File: src/rtl/hcsa_pkg.sv
package hcsa_pkg;
    localparam int ADD_W   = 64;
    localparam int GRP_W   = 8;
    localparam int NUM_GRP = ADD_W / GRP_W;
    localparam int NIB_W   = 4;
    localparam int TREE_W  = ADD_W - GRP_W;
    localparam int NUM_NIB = TREE_W / NIB_W;

    typedef struct packed {
        logic p;
        logic g;
    } pg_t;

    localparam pg_t PG_IDENT = '{p: 1'b1, g: 1'b0};

    // combine a higher range with the adjacent (or overlapping) lower range
    function automatic pg_t pg_merge(pg_t hi, pg_t lo);
        pg_t r;
        r.p = hi.p & lo.p;
        r.g = hi.g | (hi.p & lo.g);
        return r;
    endfunction
endpackage

File: src/rtl/hcsa_pg_cell4.sv
module hcsa_pg_cell4
    import hcsa_pkg::*;
(
    input  pg_t r0,
    input  pg_t r1,
    input  pg_t r2,
    input  pg_t r3,
    output pg_t span01,
    output pg_t span012,
    output pg_t span0123
);
    // r0 is the lowest range; the outputs are cumulative prefixes
    assign span01   = pg_merge(r1, r0);
    assign span012  = pg_merge(r2, span01);
    assign span0123 = pg_merge(r3, span012);
endmodule

File: src/rtl/hcsa_cond_group.sv
module hcsa_cond_group #(
    parameter int W = 8
) (
    input  logic [W-1:0] a,
    input  logic [W-1:0] b,
    output logic [W-1:0] sum_c0,
    output logic [W-1:0] sum_c1,
    output logic         cy_c0,
    output logic         cy_c1
);
    logic [W:0] rip0;
    logic [W:0] rip1;

    always_comb begin
        rip0[0] = 1'b0;
        rip1[0] = 1'b1;
        for (int i = 0; i < W; i++) begin
            rip0[i+1] = (a[i] & b[i]) | ((a[i] ^ b[i]) & rip0[i]);
            rip1[i+1] = (a[i] & b[i]) | ((a[i] ^ b[i]) & rip1[i]);
        end
    end

    assign sum_c0 = a ^ b ^ rip0[W-1:0];
    assign sum_c1 = a ^ b ^ rip1[W-1:0];
    assign cy_c0  = rip0[W];
    assign cy_c1  = rip1[W];

    // the two ripple chains must land exactly one apart
    always_comb begin
        a_r3_pair_step: assert ({cy_c1, sum_c1} == {cy_c0, sum_c0} + (W+1)'(1))
            else $error("R3 conditional results not one apart");
        a_r3_carry_order: assert (!cy_c0 || cy_c1)
            else $error("R3 carry with c=0 but not with c=1");
    end
endmodule

File: src/rtl/hcsa_carry_tree.sv
module hcsa_carry_tree
    import hcsa_pkg::*;
(
    input  logic [TREE_W-1:0]  a_lo,
    input  logic [TREE_W-1:0]  b_lo,
    input  logic               cin,
    output logic [NUM_GRP-1:0] grp_cin
);
    // bitwise propagate/generate, carry-in folded into bit 0
    pg_t bit_pg [TREE_W];
    for (genvar i = 0; i < TREE_W; i++) begin : g_bit
        if (i == 0) begin : g_fold
            assign bit_pg[i].p = a_lo[i] ^ b_lo[i];
            assign bit_pg[i].g = (a_lo[i] & b_lo[i]) | ((a_lo[i] ^ b_lo[i]) & cin);
        end else begin : g_plain
            assign bit_pg[i].p = a_lo[i] ^ b_lo[i];
            assign bit_pg[i].g = a_lo[i] & b_lo[i];
        end
    end

    // level 1: one cell per 4-bit range, full span used downstream
    pg_t nib     [NUM_NIB];
    pg_t nib_lo2 [NUM_NIB];
    pg_t nib_lo3 [NUM_NIB];
    for (genvar n = 0; n < NUM_NIB; n++) begin : g_lv1
        hcsa_pg_cell4 u_cell (
            .r0      (bit_pg[NIB_W*n]),
            .r1      (bit_pg[NIB_W*n+1]),
            .r2      (bit_pg[NIB_W*n+2]),
            .r3      (bit_pg[NIB_W*n+3]),
            .span01  (nib_lo2[n]),
            .span012 (nib_lo3[n]),
            .span0123(nib[n])
        );
        // a transparent range has transparent sub-ranges
        always_comb begin
            a_r8_nib_prefix: assert (!nib[n].p || (nib_lo2[n].p && nib_lo3[n].p))
                else $error("R8 level-1 propagate inconsistent");
        end
    end

    // level 2
    pg_t s7_0, s11_0, s15_0;
    pg_t s23_16, s27_16, s31_16;
    pg_t s39_32, s43_32, s47_32;
    pg_t s55_48, s55_48b, s55_48c;

    hcsa_pg_cell4 u_lv2_a (.r0(nib[0]), .r1(nib[1]), .r2(nib[2]), .r3(nib[3]),
                           .span01(s7_0), .span012(s11_0), .span0123(s15_0));
    hcsa_pg_cell4 u_lv2_b (.r0(nib[4]), .r1(nib[5]), .r2(nib[6]), .r3(nib[7]),
                           .span01(s23_16), .span012(s27_16), .span0123(s31_16));
    hcsa_pg_cell4 u_lv2_c (.r0(nib[8]), .r1(nib[9]), .r2(nib[10]), .r3(nib[11]),
                           .span01(s39_32), .span012(s43_32), .span0123(s47_32));
    hcsa_pg_cell4 u_lv2_d (.r0(nib[12]), .r1(nib[13]), .r2(PG_IDENT), .r3(PG_IDENT),
                           .span01(s55_48), .span012(s55_48b), .span0123(s55_48c));

    always_comb begin
        a_r8_lv2_prefix: assert ((!s15_0.p || s11_0.p) && (!s31_16.p || s27_16.p) &&
                                 (!s47_32.p || s43_32.p))
            else $error("R8 level-2 propagate inconsistent");
        a_r8_pad_neutral: assert (s55_48b == s55_48 && s55_48c == s55_48)
            else $error("R8 identity padding altered a range");
    end

    // level 3: overlapping inputs give several carries per cell
    pg_t x23_0, x31_0, x39_0;
    pg_t t31_0, t47_0, t55_0;

    hcsa_pg_cell4 u_lv3_a (.r0(s15_0), .r1(s23_16), .r2(s31_16), .r3(s39_32),
                           .span01(x23_0), .span012(x31_0), .span0123(x39_0));
    hcsa_pg_cell4 u_lv3_b (.r0(s15_0), .r1(s31_16), .r2(s47_32), .r3(s55_48),
                           .span01(t31_0), .span012(t47_0), .span0123(t55_0));

    always_comb begin
        a_r7_paths_agree: assert (t31_0 == x31_0)
            else $error("R7 two prefixes over bits 31:0 differ");
    end

    assign grp_cin = {t55_0.g, t47_0.g, x39_0.g, x31_0.g, x23_0.g, s15_0.g, s7_0.g, cin};
endmodule

File: src/rtl/hybrid_csla_adder.sv
module hybrid_csla_adder
    import hcsa_pkg::*;
(
    input  logic [ADD_W-1:0] a,
    input  logic [ADD_W-1:0] b,
    input  logic             cin,
    output logic [ADD_W-1:0] sum,
    output logic             cout
);
    logic [NUM_GRP-1:0] grp_cin;
    logic [NUM_GRP-1:0] cy0;
    logic [NUM_GRP-1:0] cy1;
    logic [GRP_W-1:0]   s0 [NUM_GRP];
    logic [GRP_W-1:0]   s1 [NUM_GRP];

    hcsa_carry_tree u_tree (
        .a_lo   (a[TREE_W-1:0]),
        .b_lo   (b[TREE_W-1:0]),
        .cin    (cin),
        .grp_cin(grp_cin)
    );

    for (genvar k = 0; k < NUM_GRP; k++) begin : g_slice
        hcsa_cond_group #(.W(GRP_W)) u_grp (
            .a     (a[GRP_W*k +: GRP_W]),
            .b     (b[GRP_W*k +: GRP_W]),
            .sum_c0(s0[k]),
            .sum_c1(s1[k]),
            .cy_c0 (cy0[k]),
            .cy_c1 (cy1[k])
        );
        assign sum[GRP_W*k +: GRP_W] = grp_cin[k] ? s1[k] : s0[k];

        if (k > 0) begin : g_chk
            // tree carry matches the lower slice's selected carry-out
            always_comb begin
                a_r4_carry_chain: assert (grp_cin[k] == (grp_cin[k-1] ? cy1[k-1] : cy0[k-1]))
                    else $error("R4 tree carry disagrees with slice below");
            end
        end
    end

    assign cout = grp_cin[NUM_GRP-1] ? cy1[NUM_GRP-1] : cy0[NUM_GRP-1];
endmodule

File: config.mk
export PLATFORM = sky130hd
export DESIGN_NAME = hybrid_csla_adder
export DESIGN_NICKNAME = d
export VERILOG_FILES = /design/src/rtl/hcsa_pkg.sv /design/src/rtl/hcsa_pg_cell4.sv /design/src/rtl/hcsa_cond_group.sv /design/src/rtl/hcsa_carry_tree.sv /design/src/rtl/hybrid_csla_adder.sv
export SDC_FILE = /design/constraint.sdc
export NUM_CORES = 1
export LEC_CHECK = 0
export ABC_AREA = 1
export CORE_MARGIN = 5
export CORE_UTILIZATION = 43
export DETAILED_ROUTE_END_ITERATION = 6
export GPL_TIMING_DRIVEN = 0
export PLACE_DENSITY_LB_ADDON = 0.05
export SETUP_SLACK_MARGIN = 0.5
export SYNTH_ARGS = -nofsm -noshare
export SYNTH_HDL_FRONTEND = slang
export SYNTH_SLANG_ARGS = --single-unit
export TNS_END_PERCENT = 20
File: constraint.sdc
create_clock -name vclk -period 5.99
set_input_delay 1.198 -clock vclk [all_inputs]
set_output_delay 1.198 -clock vclk [all_outputs]
set_load 0.02 [all_outputs]
==> results of run 1 <==
[kinds of logic after synthesis]
group           synth area share [%]
compound gates                 15.54
xor+xnor                       12.33
fa+ha+maj                      32.70
buf+inv                        11.60
simple gates                   27.83
[area by class of cell]
type / count / area, um2
buffer: 1 / 11.26
multi-input combinational: 408 / 3014
fill: 571 / 1754
timing repair buffer: 210 / 2056
inverter: 99 / 371.6
tap: 99 / 123.9
[worst max-delay path, stage by stage]
cell	delay [ns]
clkdlybuf4s50_1	0.50
ha_4	0.22
nand2_1	0.07
nand2_1	0.06
nand2_1	0.07
nand2_2	0.07
nand2_1	0.08
nand3b_1	0.09
nand2_1	0.08
clkinv_1	0.08
nand2_2	0.08
nand2_4	0.07
nand2_4	0.09
nand2_4	0.07
nand2_4	0.12
nand2_8	0.09
buf_4	0.15
o21ai_4	0.13
nor2_1	0.05
nor2_1	0.08
inv_1	0.06
fa_2	0.52
buf_6	0.12
[path summary, 6_finish.rpt]
kind,slack (ns),cells past startpoint,end
setup / recovery,0.63,23,sum[54]
hold / removal,3.19,5,sum[63]
[synth_stat cells, drive strengths merged (3+ instances only)]
cell type,count
a21oi,43
ha,71
nor3,3
xnor2,5
xor2,41
inv,98
nor2,32
fa,9
nand2,122
nand4,8
nand3,23
o21ai,31
o21bai,4
[stage by stage]
stage | hold WS [ns] | total power [mW]
2_1_floorplan | 2.652 | 0.4380
3_3_place_gp | 3.574 | 0.7732
3_5_place_dp | 3.592 | 0.7884
4_1_cts | 3.254 | 0.7817
5_1_grt | 3.217 | 0.8814
6_report | 3.188 | 0.8117
[metal layers]
metal / wire (um) / global-route usage [%] / vias up
li1: - / - / 2062
met1: 4026 / 22.70 / 1718
met2: 5151 / 37.31 / 121
met3: 645 / 3.805 / 8
met4: 85 / 1.404 / 0
met5: 0 / 0 / -
[what timing repair did]
action                                  CTS  global route
resized for setup                        25            64
endpoints found under the setup margin   16            44
endpoints found under the hold margin     0             0
gates cloned                              0             0
pin swaps                                 1            16
setup buffers                             2            14
[power by group]
part	switching (mW)	internal [mW]
sequential	0	0
combinational	0.417	0.394
clock	0	0
total	0.417	0.394
==> metrics.txt, run 1 <==
area leader, netlist ha_1; core area 7331 um2; Post-DRT Antenna Nets 0; final setup violation count 0; Least-Margin Pin Slew 0.3778 ns; Hold Path Origin a[63]; library cells used by synthesis 33; vias in the first global route 3,793; Starting Density 44.58%; Synth Area per Inst 6.433 um2; Final period util 89.48%; Synth area leaders ha_1 (27%), nand2_1 (12%), inv_1 (11%); Vias 3,909; Fin Setup TNS 0 ns; DRC Markers 0; Routed Wire Length 9909 um; VDD IR max approximately 0.076 mV; fmax 186.6 MHz; Syn Std Cell Area 3268 um2; PortBufs 194; Seq cells 0; routed len/inst between 10 and 15 um; Setup crit start b[9]; initial antenna violation count 0; largest net degree at the start of global routing 11; Final Hold Vio Count 0; hold crit path type in -> out; worst-path maximum fanout 6; DP HPWL between 8000 and 9000 um; share of cells above drive strength 1 10.86%; die area 9444 um2; data required time at the worst endpoint 4.79 ns; Via-to-Cell Ratio ~4.8; clock buf count 0; commonest non-fill, non-tap cell in the layout clkdlybuf4s50_1; Remaining Overflow, GRT 0; dpl ws -0.01643 ns; die width 97.18 um; first-pass GRT wire length 16,260 um; Tmin final ~5.4 ns; Initial DRT Pass Iterations 4; Hold-fix buffers, CTS 0; Crit Path Class in -> out; Synth warnings 0; row cnt 31; Area growth syn-to-layout 70.64%; nets@finish between 900 and 1,000; Startpoint Class input pin; Inst Count DP 801; status complete, no violations; Setup WS post-layout 0.6301 ns; most frequent cells in the layout clkdlybuf4s50_1 (175), nand2_1 (101), inv_1 (95); number of DRC markers in iteration 0 89; max-slew violations 0; cells after synthesis 508; Seq. cell area 0 um2; Slew headroom 74.58%; max cap viols 0; CP arrival 4.16 ns; fin cells about 820; sequential share of the synthesized area 0%; GRT Resource Usage Total 19.33%; I/O Pins 194; LEAKAGE 2.860 nW; CP endpoint kind output port; Synth top area share between 20% and 30%; PD cells 145.5 nW/um2; Final Util between 70% and 80%; RSZ-0062 raised after global routing true; fin area 5577 um2; ant diodes 0; placed inst area 5334 um2; Syn Nets 717; routability cong. 0.8408; die height slightly below 100 um
No activity file was read; power rests on OpenSTA's default activity.
==> run 2: changes to the inputs <==
Settings changed: ABC_CLOCK_PERIOD_IN_PS set to 6800, SETUP_SLACK_MARGIN 0.5 to not set.
Clock period 5.99 ns to 6.8 ns, I/O delays scaled along.
==> metrics.txt, run 2 (same netlist as run 1, synthesis figures left out) <==
max layer used met4; status complete, no violations; I/O Pins 194 (unchanged); fin area 5334 um2 (-4.4%); core area 7331 um2 (unchanged); first-pass GRT wire length 16,080 um (-1.1%); slowest CP cell clkdlybuf4s50_1; worst-path maximum fanout 7 (+1); CP endpoint kind output port; Post-CTS Resized 0 (-100%); commonest non-fill, non-tap cell in the layout clkdlybuf4s50_1; final setup violation count 0 (unchanged); hold crit path type in -> out; Final Hold Vio Count 0 (unchanged); row cnt 31 (unchanged); fillcell total 598 (+4.7%); largest net degree at the start of global routing 11 (unchanged); nets@finish 913 (-1.7%); data required time at the worst endpoint 5.44 ns (+0.65 ns); Tmin final 6.326 ns; max-slew violations 0 (unchanged); ant diodes 0 (unchanged); share of cells above drive strength 1 3.419% (-7.4 points); clock buf count 0 (unchanged); met3 wire length 666 um (+3.3%); Seq. cell area 0 um2 (unchanged); DRC Markers 0 (unchanged); VDD IR max 0.06705 mV (-12%); Routed Wire Length 9419 um (-4.9%); fmax 158.1 MHz; GRT Resource Usage Total 19.12% (-0.21 points); max cap viols 0 (unchanged); number of DRC markers in iteration 0 99 (+11%); Setup Buffers After CTS 0 (-2); Inst Count DP 801 (unchanged); Vias 3,792 (-3.0%); Startpoint Class input pin; Crit path buffers/inverters 5 (unchanged); Starting Density 44.58% (unchanged); most used cell, CP nand2_1; PD cells 129.6 nW/um2 (-11%); vias in the first global route 3,745 (-1.3%); Least-Margin Pin Slew 0.5222 ns (+0.1444 ns); met2 wire length 4787 um (-7.1%); hold depth 5 (unchanged); routability cong. 0.8408 (unchanged); LEAKAGE 2.699 nW (-5.6%); fin cells 801 (-2.0%); Crit path max-delay family buffers and inverters; Initial DRT Pass Iterations 4 (unchanged); Area growth syn-to-layout 63.21%; Crit Path Class in -> out; Hold-fix buffers, CTS 0 (unchanged); Via-to-Cell Ratio 4.734 (-1.1%); RSZ-0062 raised after global routing false; most frequent cells in the layout clkdlybuf4s50_1 (194), nand2_1 (104), inv_1 (97); routed len/inst 11.76 um (-3.0%); DP HPWL 8681 um (unchanged); power after layout 691.1 uW (-15%); die height 97.18 um (unchanged); Slew headroom 65.18% (-9.4 points); Seq cells 0 (unchanged); die area 9444 um2 (unchanged); CP Depth 24 (+4.3%); CP max stage delay 0.62 ns (+0.10 ns); Final period util 93.03%; placed inst area 5334 um2 (unchanged); Remaining Overflow, GRT 0 (unchanged); initial antenna violation count 0 (unchanged); worst path cell trace clkdlybuf4s50_1 -> inv_1 -> fa_1 -> inv_1 -> nand2_1 -> nand2_1 -> nand2_1 -> nand2_1 -> nand2_1 -> nand2_1 -> nand2_1 -> nand3_1 -> nand2_2 -> nand2_4 -> nand2_1 -> nand2_2 -> o211ai_1 -> o21ai_0 -> nor2_1 -> nor2_1 -> inv_1 -> fa_1 -> xor2_1 -> clkdlybuf4s50_1; Post-DRT Antenna Nets 0 (unchanged); metal1 wirelength 3892 um (-3.3%); PortBufs 194 (unchanged); CP arrival 4.97 ns (+0.81 ns); Fin Setup TNS 0 ns (unchanged); die width 97.18 um (unchanged); Final Util 72.76% (-3.3 points)
-- run 2: cell types whose count changed in the layout (fill, tap and decap cells not counted), moves of 4 or more --
cell	delta
a21oi_2	-9
o21ai_0	+4
buf_4	-18
ha_4	-4
clkbuf_2	-7
clkdlybuf4s50_1	+19
a21oi_1	+9
dlymetal6s2s_1	-6
ha_1	+4
-- run 2: path summary, 6_finish.rpt --
kind   from       to  slack, ns
max    a[0]  sum[31]       0.47
min   b[63]  sum[63]       3.91
-- run 2: where the power goes --
part / leakage, nW / internal [mW] / switching (mW)
Sequential: 0 / 0 / 0
Combinational: 2.70 / 0.338 / 0.353
Clock: 0 / 0 / 0
Total: 2.70 / 0.338 / 0.353
-- run 2: layout make-up --
| type | count | area [um2] | area share (%) |
|---|---|---|---|
| buffer | 1 | 7.507 | 0.1407 |
| inverter | 99 | 371.6 | 6.967 |
| multi-input combinational | 408 | 2889 | 54.16 |
| tap | 99 | 123.9 | 2.322 |
| timing repair buffer | 194 | 1942 | 36.41 |
-- run 2: per-layer routing --
metal / GRT usage (%) / vias up
li1: - / 2024
met1: 22.66 / 1643
met2: 36.78 / 119
met3: 3.733 / 6
met4: 1.188 / 0
met5: 0 / -
-- run 2: per-stage QoR --
| step | worst slack [ns] | hold WS (ns) |
|---|---|---|
| floorplan | 1.655 | 2.976 |
| global placement | 0.5135 | 3.898 |
| detailed placement | 0.4696 | 3.916 |
| CTS | 0.4418 | 3.917 |
| global route | 0.1017 | 3.942 |
| finish | 0.4737 | 3.909 |
==> run 3: changes to the inputs <==
Settings changed: CORE_ASPECT_RATIO set to 0.6.
==> metrics.txt, run 3 (same netlist as run 1, synthesis figures left out) <==
Seq. cell area 0 um2 (unchanged); clock buf count 0 (unchanged); max layer used met4; most frequent cells in the layout clkdlybuf4s50_1 (194), nand2_1 (104), inv_1 (97); hold crit path type in -> out; max-slew violations 0 (unchanged); Multi-input gate area 2889 um2 (unchanged); Final period util 93.84% (+0.81 points); Starting Density 44.60% (about the same); DRC Markers 0 (unchanged); hold depth 5 (unchanged); Routed Wire Length 10,580 um (+12%); nets@finish 913 (unchanged); fmax 156.7 MHz (-0.86%); Slew headroom 61.89% (-3.3 points); final setup violation count 0 (unchanged); core area 7327 um2 (about the same); met2 wire length 5044 um (+5.4%); GRT Resource Usage Total 20.92% (+1.8 points); Via-to-Cell Ratio 4.846 (+2.4%); I/O Pins 194 (unchanged); Remaining Overflow, GRT 0 (unchanged); largest net degree at the start of global routing 11 (unchanged); die area 9501 um2 (+0.61%); Vias 3,906 (+3.0%); worst hold slack 3.909 ns (+0.0001000 ns); Least-Margin Pin Slew 0.5716 ns (+0.04939 ns); number of DRC markers in iteration 0 202 (+100%); Area growth syn-to-layout 63.40%; commonest non-fill, non-tap cell in the layout clkdlybuf4s50_1; share of cells above drive strength 1 3.419% (unchanged); vias in the first global route 3,822 (+2.1%); metal1 wirelength 4386 um (+13%); Final Hold Vio Count 0 (unchanged); Inst Count DP 806 (+0.62%); first-pass GRT wire length 17,130 um (+6.6%); LEAKAGE 2.699 nW (unchanged); Fin Setup TNS 0 ns (unchanged); die width 122.6 um (+26%); fin cells 806 (+0.62%); CP arrival 5.02 ns (+0.05 ns); PD cells 131.6 nW/um2 (+1.6%); data required time at the worst endpoint 5.44 ns (about the same); die height 77.53 um (-20%); Startpoint Class input pin; met3 wire length 1077 um (+62%); DP HPWL 9649 um (+11%); Hold-fix buffers, CTS 0 (unchanged); Setup Buffers After CTS 0 (unchanged); fillcell total 633 (+5.9%); Final Util 72.88% (+0.12 points); CP endpoint kind output port; Tmin final 6.381 ns (+0.05496 ns); row cnt 24 (-23%); routability cong. 0.8372 (-0.43%); routed len/inst 13.13 um (+12%); Initial DRT Pass Iterations 4 (unchanged); VDD IR max 0.08323 mV (+24%); placed inst area 5340 um2 (+0.12%); RSZ-0062 raised after global routing false; status complete, no violations; Seq cells 0 (unchanged); PortBufs 194 (unchanged); worst-path maximum fanout 10 (+3); max cap viols 0 (unchanged); Crit Path Class in -> out; Post-CTS Resized 0 (unchanged); fin area 5340 um2 (+0.12%); initial antenna violation count 0 (unchanged); Post-DRT Antenna Nets 0 (unchanged); ant diodes 0 (unchanged)
run 3: cell counts in the layout (fill, tap and decap cells not counted):
No cell type changed its count.
run 3: critical path: stages:
cell and delay, ns:
clkdlybuf4s50_1 0.49, inv_1 0.08, fa_1 0.42, inv_1 0.06, nand2_1 0.04, nand2_1 0.06, nand2_1 0.05, nand2_1 0.05
nand2_1 0.04, nand2_1 0.05, nand2_1 0.07, nand3_1 0.14, nand2_2 0.08, nand2_4 0.11, nand2_4 0.06, nand2_4 0.08
buf_4 0.17, o211ai_1 0.12, a31oi_1 0.20, inv_1 0.07, fa_1 0.39, xor2_1 0.17, clkdlybuf4s50_1 0.65
run 3: stage by stage:
stage	power (mW)	setup WS, ns
2_1_floorplan	0.3858	1.655
3_3_place_gp	0.6861	0.5219
3_5_place_dp	0.7022	0.4469
4_1_cts	0.7059	0.4297
5_1_grt	0.7634	0.1180
6_report	0.7030	0.4188
run 3: path summary, 6_finish.rpt:
path	startpoint	endpoint	slack, ns
setup / recovery	a[0]	sum[39]	0.42
hold / removal	b[63]	cout	3.91
run 3: area by class of cell:
class / count / area share [%]
Multi-Input combinational cell: 408 / 54.10
Buffer: 1 / 0.1406
Timing Repair Buffer: 194 / 36.36
Tap cell: 104 / 2.437
Inverter: 99 / 6.959
run 3: report_power, final:
| group | switching [mW] | internal [mW] |
|---|---|---|
| clock network | 0 | 0 |
| registers | 0 | 0 |
| logic | 0.365 | 0.338 |
| total | 0.365 | 0.338 |
run 3: layer usage:
metal  vias to the layer above  GRT usage, %
li1                       2032             -
met5                         -             0
met4                         0         1.676
met2                       156         38.63
met1                      1712         25.84
met3                         6         4.651
